===== config.mk =====
export PLATFORM = sky130hd
export DESIGN_NAME = bset_out_stage
export DESIGN_NICKNAME = d
export VERILOG_FILES = /design/src/rtl/bset_pkg.sv /design/src/rtl/bset_cfg_hold.sv /design/src/rtl/bset_opnd_mux.sv /design/src/rtl/bset_set_engine.sv /design/src/rtl/bset_lane.sv /design/src/rtl/bset_out_stage.sv
export SDC_FILE = /design/constraint.sdc
export NUM_CORES = 1
export LEC_CHECK = 0
export ABC_AREA = 1
export BUFFER_PORTS_ARGS = -buffer_cell sky130_fd_sc_hd__buf_4
export CORE_MARGIN = 1
export CORE_UTILIZATION = 45
export DETAILED_ROUTE_END_ITERATION = 8
export PLACE_DENSITY_LB_ADDON = 0.1
export SETUP_SLACK_MARGIN = 0.4
export SYNTH_ARGS = -nofsm -noshare
export SYNTH_HDL_FRONTEND = slang
export SYNTH_SLANG_ARGS = --single-unit

===== constraint.sdc =====
create_clock -name clk -period 2 [get_ports clk]
set_input_delay 0.1 -clock clk [delete_from_list [all_inputs] [get_ports clk]]
set_output_delay 0.1 -clock clk [all_outputs]
set_load 0.01 [all_outputs]

===== src/rtl/bset_pkg.sv =====
package bset_pkg;
  localparam int CODE_W = 3;

  typedef enum logic [CODE_W-1:0] {
    OP_UNION  = 3'b000,
    OP_INTER  = 3'b001,
    OP_COMPL  = 3'b010,
    OP_DIFF   = 3'b011,
    OP_XOR    = 3'b100,
    OP_PASS_A = 3'b101
  } set_op_e;

  typedef enum logic [CODE_W-1:0] {
    SRC_LOGIC0 = 3'b000,
    SRC_LOGIC1 = 3'b001,
    SRC_RED    = 3'b010,
    SRC_MED    = 3'b011
  } opnd_sel_e;

  typedef enum logic [CODE_W-1:0] {
    OUT_ORIG   = 3'b000,
    OUT_LOGIC0 = 3'b001,
    OUT_LOGIC1 = 3'b010,
    OUT_RED    = 3'b011,
    OUT_MED    = 3'b100,
    OUT_SET    = 3'b101
  } out_sel_e;

  typedef struct packed {
    logic [CODE_W-1:0] op;
    logic [CODE_W-1:0] sel_a;
    logic [CODE_W-1:0] sel_b;
    logic [CODE_W-1:0] out_sel;
  } stage_cfg_t;

  localparam stage_cfg_t CFG_RESET = '0;
endpackage


===== src/rtl/bset_cfg_hold.sv =====
module bset_cfg_hold
  import bset_pkg::*;
(
  input  logic       clk,
  input  logic       rst,
  input  logic       sof,
  input  stage_cfg_t cfg_in,
  output stage_cfg_t cfg_active
);
  stage_cfg_t shadow_q;

  // Frame-bound capture: new codes load only on the start-of-frame pulse.
  always_ff @(posedge clk) begin
    if (rst)      shadow_q <= CFG_RESET;
    else if (sof) shadow_q <= cfg_in;
  end

  // The start-of-frame pixel already sees the incoming codes.
  assign cfg_active = sof ? cfg_in : shadow_q;
endmodule


===== src/rtl/bset_opnd_mux.sv =====
module bset_opnd_mux
  import bset_pkg::*;
(
  input  logic [CODE_W-1:0] sel,
  input  logic              logic0,
  input  logic              logic1,
  input  logic              red,
  input  logic              med,
  output logic              opnd
);
  always_comb begin
    case (sel)
      SRC_LOGIC0: opnd = logic0;
      SRC_LOGIC1: opnd = logic1;
      SRC_RED:    opnd = red;
      SRC_MED:    opnd = med;
      default:    opnd = 1'b0;
    endcase
  end
endmodule


===== src/rtl/bset_set_engine.sv =====
module bset_set_engine
  import bset_pkg::*;
(
  input  logic [CODE_W-1:0] op,
  input  logic              a,
  input  logic              b,
  output logic              y
);
  always_comb begin
    case (op)
      OP_UNION:  y = a | b;
      OP_INTER:  y = a & b;
      OP_COMPL:  y = ~a;
      OP_DIFF:   y = a & ~b;
      OP_XOR:    y = a ^ b;
      OP_PASS_A: y = a;
      default:   y = 1'b0;
    endcase
  end
endmodule


===== src/rtl/bset_lane.sv =====
module bset_lane
  import bset_pkg::*;
(
  input  stage_cfg_t cfg,
  input  logic       orig,
  input  logic       logic0,
  input  logic       logic1,
  input  logic       red,
  input  logic       med,
  output logic       res
);
  logic opnd_a, opnd_b, set_y;

  bset_opnd_mux i_mux_a (
    .sel(cfg.sel_a), .logic0(logic0), .logic1(logic1),
    .red(red), .med(med), .opnd(opnd_a)
  );

  bset_opnd_mux i_mux_b (
    .sel(cfg.sel_b), .logic0(logic0), .logic1(logic1),
    .red(red), .med(med), .opnd(opnd_b)
  );

  bset_set_engine i_engine (
    .op(cfg.op), .a(opnd_a), .b(opnd_b), .y(set_y)
  );

  always_comb begin
    case (cfg.out_sel)
      OUT_ORIG:   res = orig;
      OUT_LOGIC0: res = logic0;
      OUT_LOGIC1: res = logic1;
      OUT_RED:    res = red;
      OUT_MED:    res = med;
      OUT_SET:    res = set_y;
      default:    res = 1'b0;
    endcase
  end
endmodule


===== src/rtl/bset_out_stage.sv =====
module bset_out_stage
  import bset_pkg::*;
#(
  parameter int LANES = 4
) (
  input  logic              clk,
  input  logic              rst,
  input  logic              sof,
  input  logic              in_valid,
  input  logic [LANES-1:0]  pix_orig,
  input  logic [LANES-1:0]  logic0,
  input  logic [LANES-1:0]  logic1,
  input  logic [LANES-1:0]  red_res,
  input  logic [LANES-1:0]  med_res,
  input  logic [2:0]        cfg_op,
  input  logic [2:0]        cfg_sel_a,
  input  logic [2:0]        cfg_sel_b,
  input  logic [2:0]        cfg_out_sel,
  output logic [LANES-1:0]  out_pix,
  output logic              out_valid
);
  stage_cfg_t       cfg_in, cfg_act;
  logic [LANES-1:0] lane_res;

  assign cfg_in = '{op: cfg_op, sel_a: cfg_sel_a, sel_b: cfg_sel_b, out_sel: cfg_out_sel};

  bset_cfg_hold i_cfg (
    .clk(clk), .rst(rst), .sof(sof), .cfg_in(cfg_in), .cfg_active(cfg_act)
  );

  for (genvar g = 0; g < LANES; g++) begin : g_lane
    bset_lane i_lane (
      .cfg(cfg_act), .orig(pix_orig[g]), .logic0(logic0[g]), .logic1(logic1[g]),
      .red(red_res[g]), .med(med_res[g]), .res(lane_res[g])
    );
  end

  // Registered output: one clock of latency, idle cycles emit zeros.
  always_ff @(posedge clk) begin
    if (rst) begin
      out_valid <= 1'b0;
      out_pix   <= '0;
    end else begin
      out_valid <= in_valid;
      out_pix   <= in_valid ? lane_res : '0;
    end
  end
endmodule


; After elaboration in Yosys (flattened, before gate mapping)
; Cells that the tools add are included.
[classes]
muxes = 17
n_reduce_logical = 5
eq_ne = 16
bitwise_logic = 25
[op_table]
columns = op, n
row1 = $pmux W1 S6, 8
row2 = $pmux W1 S4, 8
row3 = $eq A3 B2 Y1 const B, 8
row4 = $eq A3 B1 Y1 const B, 4
row5 = $eq A3 B3 Y1 const B, 4
row6 = $logic_not A3 Y1, 4
row7 = $mux W12, 1
row8 = $not A1 Y1, 9
row9 = $and A1 B1 Y1, 8
row10 = $or A1 B1 Y1, 4
row11 = $xor A1 B1 Y1, 4
row12 = $reduce_or A2 Y1, 1
[totals]
inputBits = 36
register_bits = 17
output_inout_bits = 5

; Depth between registers and ports, before layout
; Gate-level depths: netlist of run 1.
[depth]
depth_word = 7
ltp_mapped = 16
mapped_depth_nobuf = 15

; Modules after synthesis
; Synthesis of run 1 repeated with hierarchy kept, for this count alone.
[unflattened]
cells_unflattened = 408
area_unflattened_um2 = 1973.1
[by_module_without_submodules]
columns = mod, n_inst, area_per_inst_um2, seq_area_each_um2, cells_each
row1 = bset_cfg_hold, 1, 583.1, 240.2, 100
row2 = bset_opnd_mux, 8, 67.6, 0.0, 16
row3 = bset_lane, 4, 92.6, 0.0, 23
row4 = bset_set_engine, 4, 83.8, 0.0, 18
row5 = bset_out_stage, 1, 143.9, 100.1, 16

; Worst setup path after synthesis of run 1
; OpenSTA, ideal clock, no wires.
[synth_path]
kind = reg2reg
startpoint = reg i_cfg.shadow_q[8] (netlist name)
endpoint = reg out_pix[3]
setup_slack_ns = 0.113
arrival_ns = 1.765
synth_period_minus_slack_ns = 1.887
stages_incl_launch_ff = 14
required_time_ns = 1.878
setup_time_ns = 0.122
cell_sequence = dfxtp_1 o21ai_0 inv_1 nor2_2 nand2_1 o22ai_1 nor2_1 ha_1 nand2_1 o21ai_0 a21oi_1 nand2_1 nand2_1 a21oi_1
[synth_via]
elab_chain_len = 6
elab_cells_between_ends = 13
cone_classes = 3 x eq/ne / 4 x mux / 5 x bitwise / 1 x reduce/logical
[synth_rtl]
columns = element, line
row1 = "start, declared", bset_cfg_hold.sv:10  ; stage_cfg_t shadow_q;
row2 = "start signal, assigned", bset_cfg_hold.sv:15  ; else if (sof) shadow_q <= cfg_in;
row3 = $mux W12 (*), bset_cfg_hold.sv:19  ; assign cfg_active = sof ? cfg_in : shadow_q;
row4 = "$eq A3 B2 Y1, or another cell as far along", bset_opnd_mux.sv:12  ; case (sel)
row5 = $pmux W1 S4 (*), bset_opnd_mux.sv:12
row6 = "$xor A1 B1 Y1, or another cell as far along", bset_set_engine.sv:15  ; OP_XOR: y = a ^ b;
row7 = $pmux W1 S6 (*), bset_set_engine.sv:10  ; case (op)
row8 = $pmux W1 S6 (*), bset_lane.sv:29  ; case (cfg.out_sel)
row9 = "end signal, assigned", bset_out_stage.sv:45  ; out_pix <= in_valid ? lane_res : '0;
row10 = "end, declared", bset_out_stage.sv:19  ; output logic [LANES-1:0] out_pix,
; Every way passes the cells marked *; elsewhere a longest branch is shown, timed or not.
; A chain may end at the register's enable or synchronous reset.

; Final worst setup path of run 1
[layout_path]
startpoint = reg i_cfg.shadow_q[8] (netlist name)
endpoint = reg out_pix[2]
; Same word-level chain as after synthesis.

==> impl_metrics.ini, run 1 <==
[routing]
drcViolationCount = 4
detail-route-antenna-nets = 0
first_pass_iters = 6
drt-wirelength-per-cell_um = 13.3
vias = 1723
viasPerCell = 5.44
initialDrtViolationCount = 76
routed_wl_um = 4210

[critical_path]
worst-setup-path-type = flip-flop to flip-flop
critPathMostFrequentCell = nand2_1
path_max_fanout = 4
critPathMaxStageDelay_ns = 0.35
startpoint_type = flip-flop
critPathCaptureType = flip-flop
startpoint = i_cfg.shadow_q[8]$_SDFF_PP0_
r2r_start = i_cfg.shadow_q[8]$_SDFF_PP0_
cp.arrival_ns = 2.09
crit_chain = o21ai_4 > inv_2 > nor2_4 > nand2_2 > o22ai_2 > nor2_2 > ha_1 > nand2_1 > o21ai_1 > a21oi_1 > nand2_1 > nand2_1 > a21oi_1
cp_slowest_cell = dfxtp_2
r2r-end = out_pix[2]$_SDFF_PP0_
reg2reg_depth = 13
cp.required_ns = 2.22
r2r_setup_slack_ns = 0.12

[die]
ios = 41
start_util_pct = 49.1
row_count = 19
die-area_sq_um = 3340
coreArea_sq_um = 2850
die_y_um = 57.8
die_width_um = 57.8

[clocking]
cts_hold_buf = 0
cts_max_path_buffers = 2
cts_sinks = 17
ctsHtreeMaxLevel = 1
clkLatencyLatePin_ns = 0.32
cts_tree = done
cts_made_buffers = 3
ctsRootBufferMaster = clkbuf_4
clkTransAtPathRegs_ns = 0.13

[timing]
rsz0062_at_grt = yes
layout_min_cycle_time_ns = 1.88
fin_skew_ns = 0.0149
final_max_slew_viol_count = 0
timing.slew.headroom_pct = 76.8
hold_viol_final = 0
tns_ns = 0
fin_crit_sh_pct = 93.8
setup_viol = 0
tightest_slew_ns = 0.348
fmax_mhz = 533
whs_ns = 0.000756
worst_slack_ns = 0.124

[final_layout]
num_antenna_cells = 0
layout-drive-gt1-share_pct = 33.9
fin_area_sq_um = 1970
area_growth_pct = 40.6
finish.utilization_pct = 69.1
stdcell_count = 317
fin_nets = 327

[logic_synthesis]
mappedNetlistArea_sq_um = 1400
ys_warn_count = 0
avgSynthCellArea_sq_um = 5.94
ys_seq_area_share_pct = 24.3
synthDistinctLibCells = 28
synth.ff_latch_count = 17
synth_top_area_share_pct = 24.3
syn_inst = 236
synth_fp_nets = 276
synth_area_leaders = dfxtp_1, nand2_1, nor2_1, inv_1, nand3_1
synth_top_cell_by_area = dfxtp_1

[pwr]
clkPwrFrac_pct = 20.9
pwr-share-seq_pct = 36.6
peakVddDrop_mv = 0.388
pwr-share-comb_pct = 42.4
p_sw_mw = 0.391
internal-power_mw = 0.618
total_leakage_power_nw = 0.984
switching_share_pct = 38.7
power_mw = 1.01
p_per_area_nw_per_um2 = 512

[min_path]
hold_class = input port to flip-flop
hold_start = in_valid
min_to = out_valid$_SDFF_PP0_
whs_path_depth = 3

[job]
cap_violations = 0

[global_route]
grt_remaining_overflow = 0
grt_pass1_vias = 1641
track_usage_pct = 26.9
antenna_found_initial = 0
grt_first_pass_wirelength_um = 7130
grt_max_degree = 15

[place]
io_buffer_count = 40
post-place-ws_ns = -0.0674
gp_congestion = 0.982
dp_cells = 309
dp_hpwl_um = 3200
placed_area_sq_um = 1760

[status]
failed_checks = DRC
outcome = finished, violations left
power by group through the flow:
| stage | combinational [mW] | clock (mW) | sequential (mW) |
|---|---|---|---|
| after CTS | 0.400 | 0.208 | 0.369 |
| after floorplan | 0.233 | 0 | 0.378 |
| final | 0.428 | 0.211 | 0.370 |
| after detailed placement | 0.363 | 0 | 0.376 |
| after global placement | 0.360 | 0 | 0.376 |
| after global routing | 0.480 | 0.222 | 0.372 |
cells in the final DEF (no fill, tap or decap), types with 3 or more instances in the layout:
cell type	n
o22ai_2	6
nor2_1	36
nand2_4	3
buf_4	48
nand3_4	4
or2_1	5
o22ai_1	7
nand2_2	3
nor2_2	5
dfxtp_1	16
nand2_1	50
ha_1	4
inv_2	6
a21oi_1	11
inv_1	31
o21ai_2	5
o21ai_1	6
clkbuf_4	3
nand3_1	14
routing by layer:
metal,wire length [um],part of all wire [%],GRT usage (%)
met5,0,0,0
met4,76,1.8,7.48
met3,408,9.7,5.36
met2,1940,46,43.0
met1,1790,43,36.8
sequential cells by signal (all words and copies together) (netlist names):
name,cells
i_cfg.shadow_q,12
out_pix,4
out_valid,1
area by class of cell:
type	count	area, sq um
Clock inverter	1	7.51
Timing Repair Buffer	49	372
Multi-Input combinational cell	176	1030
Sequential cell	17	342
Clock buffer	3	22.5
Fill cell	250	882
Tap cell	31	38.8
Inverter	40	154
synthesized netlist by cell type:
cell type and n:
nor2_2 2, nand3_2 2, nor3_2 2, nand2_1 56, o221ai_1 2, inv_1 33
buf_6 1, o21ai_1 3, buf_4 1, o22ai_1 13, o21a_2 2, or2_0 1
clkbuf_1 1, nor2_1 40, clkinv_2 1, inv_2 4, ha_1 4, clkinv_1 1
a21oi_1 11, nor3_4 1, nand3_1 17, o21ai_2 5, or2_1 5, dfxtp_1 17
a211oi_1 1, o21ai_0 7, nor3_1 2, inv_4 1
critical path, delay by kind of cell, from the launching register on:
family / cells / cell delay, ns
simple gates: 6 / 0.56
compound gates: 5 / 0.56
fa+ha+maj: 1 / 0.27
buf+inv: 1 / 0.07
flops: 1 / 0.35
cell families after synthesis:
group | share of synthesized area (%)
and+or+nand+nor | 40.1
AOI/OAI and AO/OA | 19.5
buffers and inverters | 12.6
DFF | 24.3
adders and majority gates | 3.57
worst max path at each step:
stage                            end  slack, ns
2_1_floorplan  out_pix[3]$_SDFF_PP0_       0.30
3_3_place_gp   out_pix[2]$_SDFF_PP0_       0.01
3_5_place_dp   out_pix[2]$_SDFF_PP0_      -0.07
4_1_cts        out_pix[2]$_SDFF_PP0_       0.13
5_1_grt        out_pix[1]$_SDFF_PP0_      -0.06
6_report       out_pix[2]$_SDFF_PP0_       0.12
what timing repair did:
| action | in CTS | in global routing |
|---|---|---|
| resized for setup | 21 | 15 |
| pin swaps | 14 | 5 |
| hold endpoints to repair | 0 | 0 |
| endpoints found under the setup margin | 4 | 4 |
| buffers inserted | 4 | 0 |
Note: power is estimated with default switching activity, not from simulation.
==> inputs of run 2 (changes only) <==
==> constraint.sdc (replaced) <==
create_clock -name clk -period 1.7 [get_ports clk]
set_input_delay 0.085 -clock clk [delete_from_list [all_inputs] [get_ports clk]]
set_output_delay 0.085 -clock clk [all_outputs]
set_load 0.01 [all_outputs]
==> run 2 against run 1 <==
Clock power grew 19%. Clock skew shrank 0.0083 ns. Sequential power grew 18%. Maximum frequency shrank 3.1%. Utilization grew 4.7 points. Critical endpoint is now out_pix[3]$_SDFF_PP0_. Wire length is essentially flat. Non-clock buffer count grew 22. Final area grew 6.8%. First-iteration DRC count grew 70%. The flow finishes with violations (DRC, setup timing). Die area is the same. Power grew 22%.
==> impl_metrics.ini, run 2 (synthesis results as in run 1) <==
[routing]
detail-route-antenna-nets = 0
vias = 1762
wl_met2_um = 1910
drcViolationCount = 4
drt-wirelength-per-cell_um = 12.4
wl_met3_um = 284
initialDrtViolationCount = 129
routed_wl_um = 4220
viasPerCell = 5.20
top_layer = met4
wl_met1_um = 1970
first_pass_iters = 7

[clocking]
clkLatencyLatePin_ns = 0.31
cts_tree = done
ctsRootBufferMaster = clkbuf_4
cts_made_buffers = 3
cts_max_path_buffers = 2
clkTransAtPathRegs_ns = 0.12
cts_sinks = 17
ctsHtreeMaxLevel = 1

[die]
row_count = 19
die_y_um = 57.8
die-area_sq_um = 3340
coreArea_sq_um = 2850
die_width_um = 57.8
ios = 41
start_util_pct = 49.1

[timing]
setup_viol = 4
fin_skew_ns = 0.00663
timing.slew.headroom_pct = 77.8
whs_ns = 0.0197
fin_crit_sh_pct = 114
worst_slack_ns = -0.236
layout_min_cycle_time_ns = 1.94
hold_viol_final = 0
tightest_slew_ns = 0.331
fmax_mhz = 517
tns_ns = -0.813
final_max_slew_viol_count = 0
rsz0062_at_grt = yes

[critical_path]
cp.arrival_ns = 2.14
r2r-end = out_pix[3]$_SDFF_PP0_
r2r_start = i_cfg.shadow_q[8]$_SDFF_PP0_
worst-setup-path-type = flip-flop to flip-flop
path_max_fanout = 4
r2r_setup_slack_ns = -0.24
reg2reg_depth = 13
startpoint_type = flip-flop
critPathCaptureType = flip-flop
crit_buf_inv = 1
cp.required_ns = 1.90
critPathMaxStageDelay_ns = 0.35
crit_chain = o21ai_4 > inv_2 > nor2_4 > nand2_2 > o22ai_1 > nor2_1 > ha_1 > nand2_1 > o21ai_0 > a21oi_1 > nand2_1 > nand2_1 > a21oi_1
cp_slowest_cell = dfxtp_2
path_delay_family = compound AO/OA/AOI/OAI gates
critPathMostFrequentCell = nand2_1

[final_layout]
ff_latch_area_sq_um = 344
multi_input_area_sq_um = 991
nFillCells = 249
final_common_cell = buf_4
layout-drive-gt1-share_pct = 37.7
num_antenna_cells = 0
area_growth_pct = 50.2
largest_reg_flops = 12
largestRegisters = i_cfg.shadow_q x12, out_pix x4, out_valid x1
regMostFlops = i_cfg.shadow_q
fin_nets = 349
stdcell_count = 339
layout_common_cells = buf_4, nand2_1, nor2_1, inv_1, dfxtp_1

[min_path]
hold_start = rst
hold_class = input port to flip-flop
whs_path_depth = 2
min_to = i_cfg.shadow_q[8]$_SDFF_PP0_

[global_route]
grt_remaining_overflow = 0
track_usage_pct = 26.9
grt_pass1_vias = 1667
antenna_found_initial = 0
grt_max_degree = 14
grt_first_pass_wirelength_um = 7020

[status]
outcome = finished, violations left
failed_checks = DRC, setup timing

[job]
cap_violations = 0

[pwr]
p_sw_mw = 0.461
internal-power_mw = 0.770
pwr-share-comb_pct = 44.2
clkPwrFrac_pct = 20.4
peakVddDrop_mv = 0.343
switching_share_pct = 37.5
pwr-share-seq_pct = 35.4
p_per_area_nw_per_um2 = 585
total_leakage_power_nw = 1.07

[place]
dp_hpwl_um = 3350
dp_cells = 331
io_buffer_count = 40
gp_congestion = 0.939
## run 2: per-layer routing
layer | up-vias | global-route usage [%]
met2 | 60 | 45.8
met5 | - | 0
li1 | 908 | -
met3 | 6 | 2.68
met4 | 0 | 8.16
met1 | 788 | 35.8
## run 2: through the flow
stage	power (mW)	area [sq um]	setup WS [ns]	utilization (%)
floorplan	0.718	1410	0.00496	-
global placement	0.924	1930	-0.191	67.6
detailed placement	0.928	1930	-0.284	67.6
CTS	1.20	2050	-0.204	71.9
global route	1.31	2100	-0.354	73.8
finish	1.23	2100	-0.236	73.8
## run 2: layout make-up
class	count	area share (%)
multi-input cells	176	47.1
repair buffers	71	26.0
flip-flops and latches	17	16.3
inverters	40	7.31
well taps	31	1.84
clock buffers	3	1.07
clock inverters	1	0.357
## run 2: how the worst max path moves through the flow
stage	start	end	depth (start not counted)
2_1_floorplan	i_cfg.shadow_q[8]$_SDFF_PP0_	out_pix[3]$_SDFF_PP0_	13
3_3_place_gp	sof	out_pix[3]$_SDFF_PP0_	16
3_5_place_dp	sof	out_pix[2]$_SDFF_PP0_	16
4_1_cts	i_cfg.shadow_q[8]$_SDFF_PP0_	out_pix[2]$_SDFF_PP0_	12
5_1_grt	i_cfg.shadow_q[8]$_SDFF_PP0_	out_pix[3]$_SDFF_PP0_	13
6_report	i_cfg.shadow_q[8]$_SDFF_PP0_	out_pix[3]$_SDFF_PP0_	13
## run 2: power groups by stage
| stage | Clock [mW] | Sequential, mW | Combinational (mW) |
|---|---|---|---|
| global placement | 0 | 0.443 | 0.481 |
| floorplan | 0 | 0.445 | 0.274 |
| finish | 0.251 | 0.436 | 0.544 |
| CTS | 0.249 | 0.435 | 0.519 |
| detailed placement | 0 | 0.443 | 0.485 |
| global route | 0.270 | 0.439 | 0.601 |
## run 2: timing repair
item | in CTS | in global routing
pin swaps | 8 | 12
endpoints found under the hold margin | 1 | 0
gates resized for setup | 17 | 14
buffers inserted | 3 | 0
hold buffers | 1 | 0
setup endpoints to repair | 4 | 4
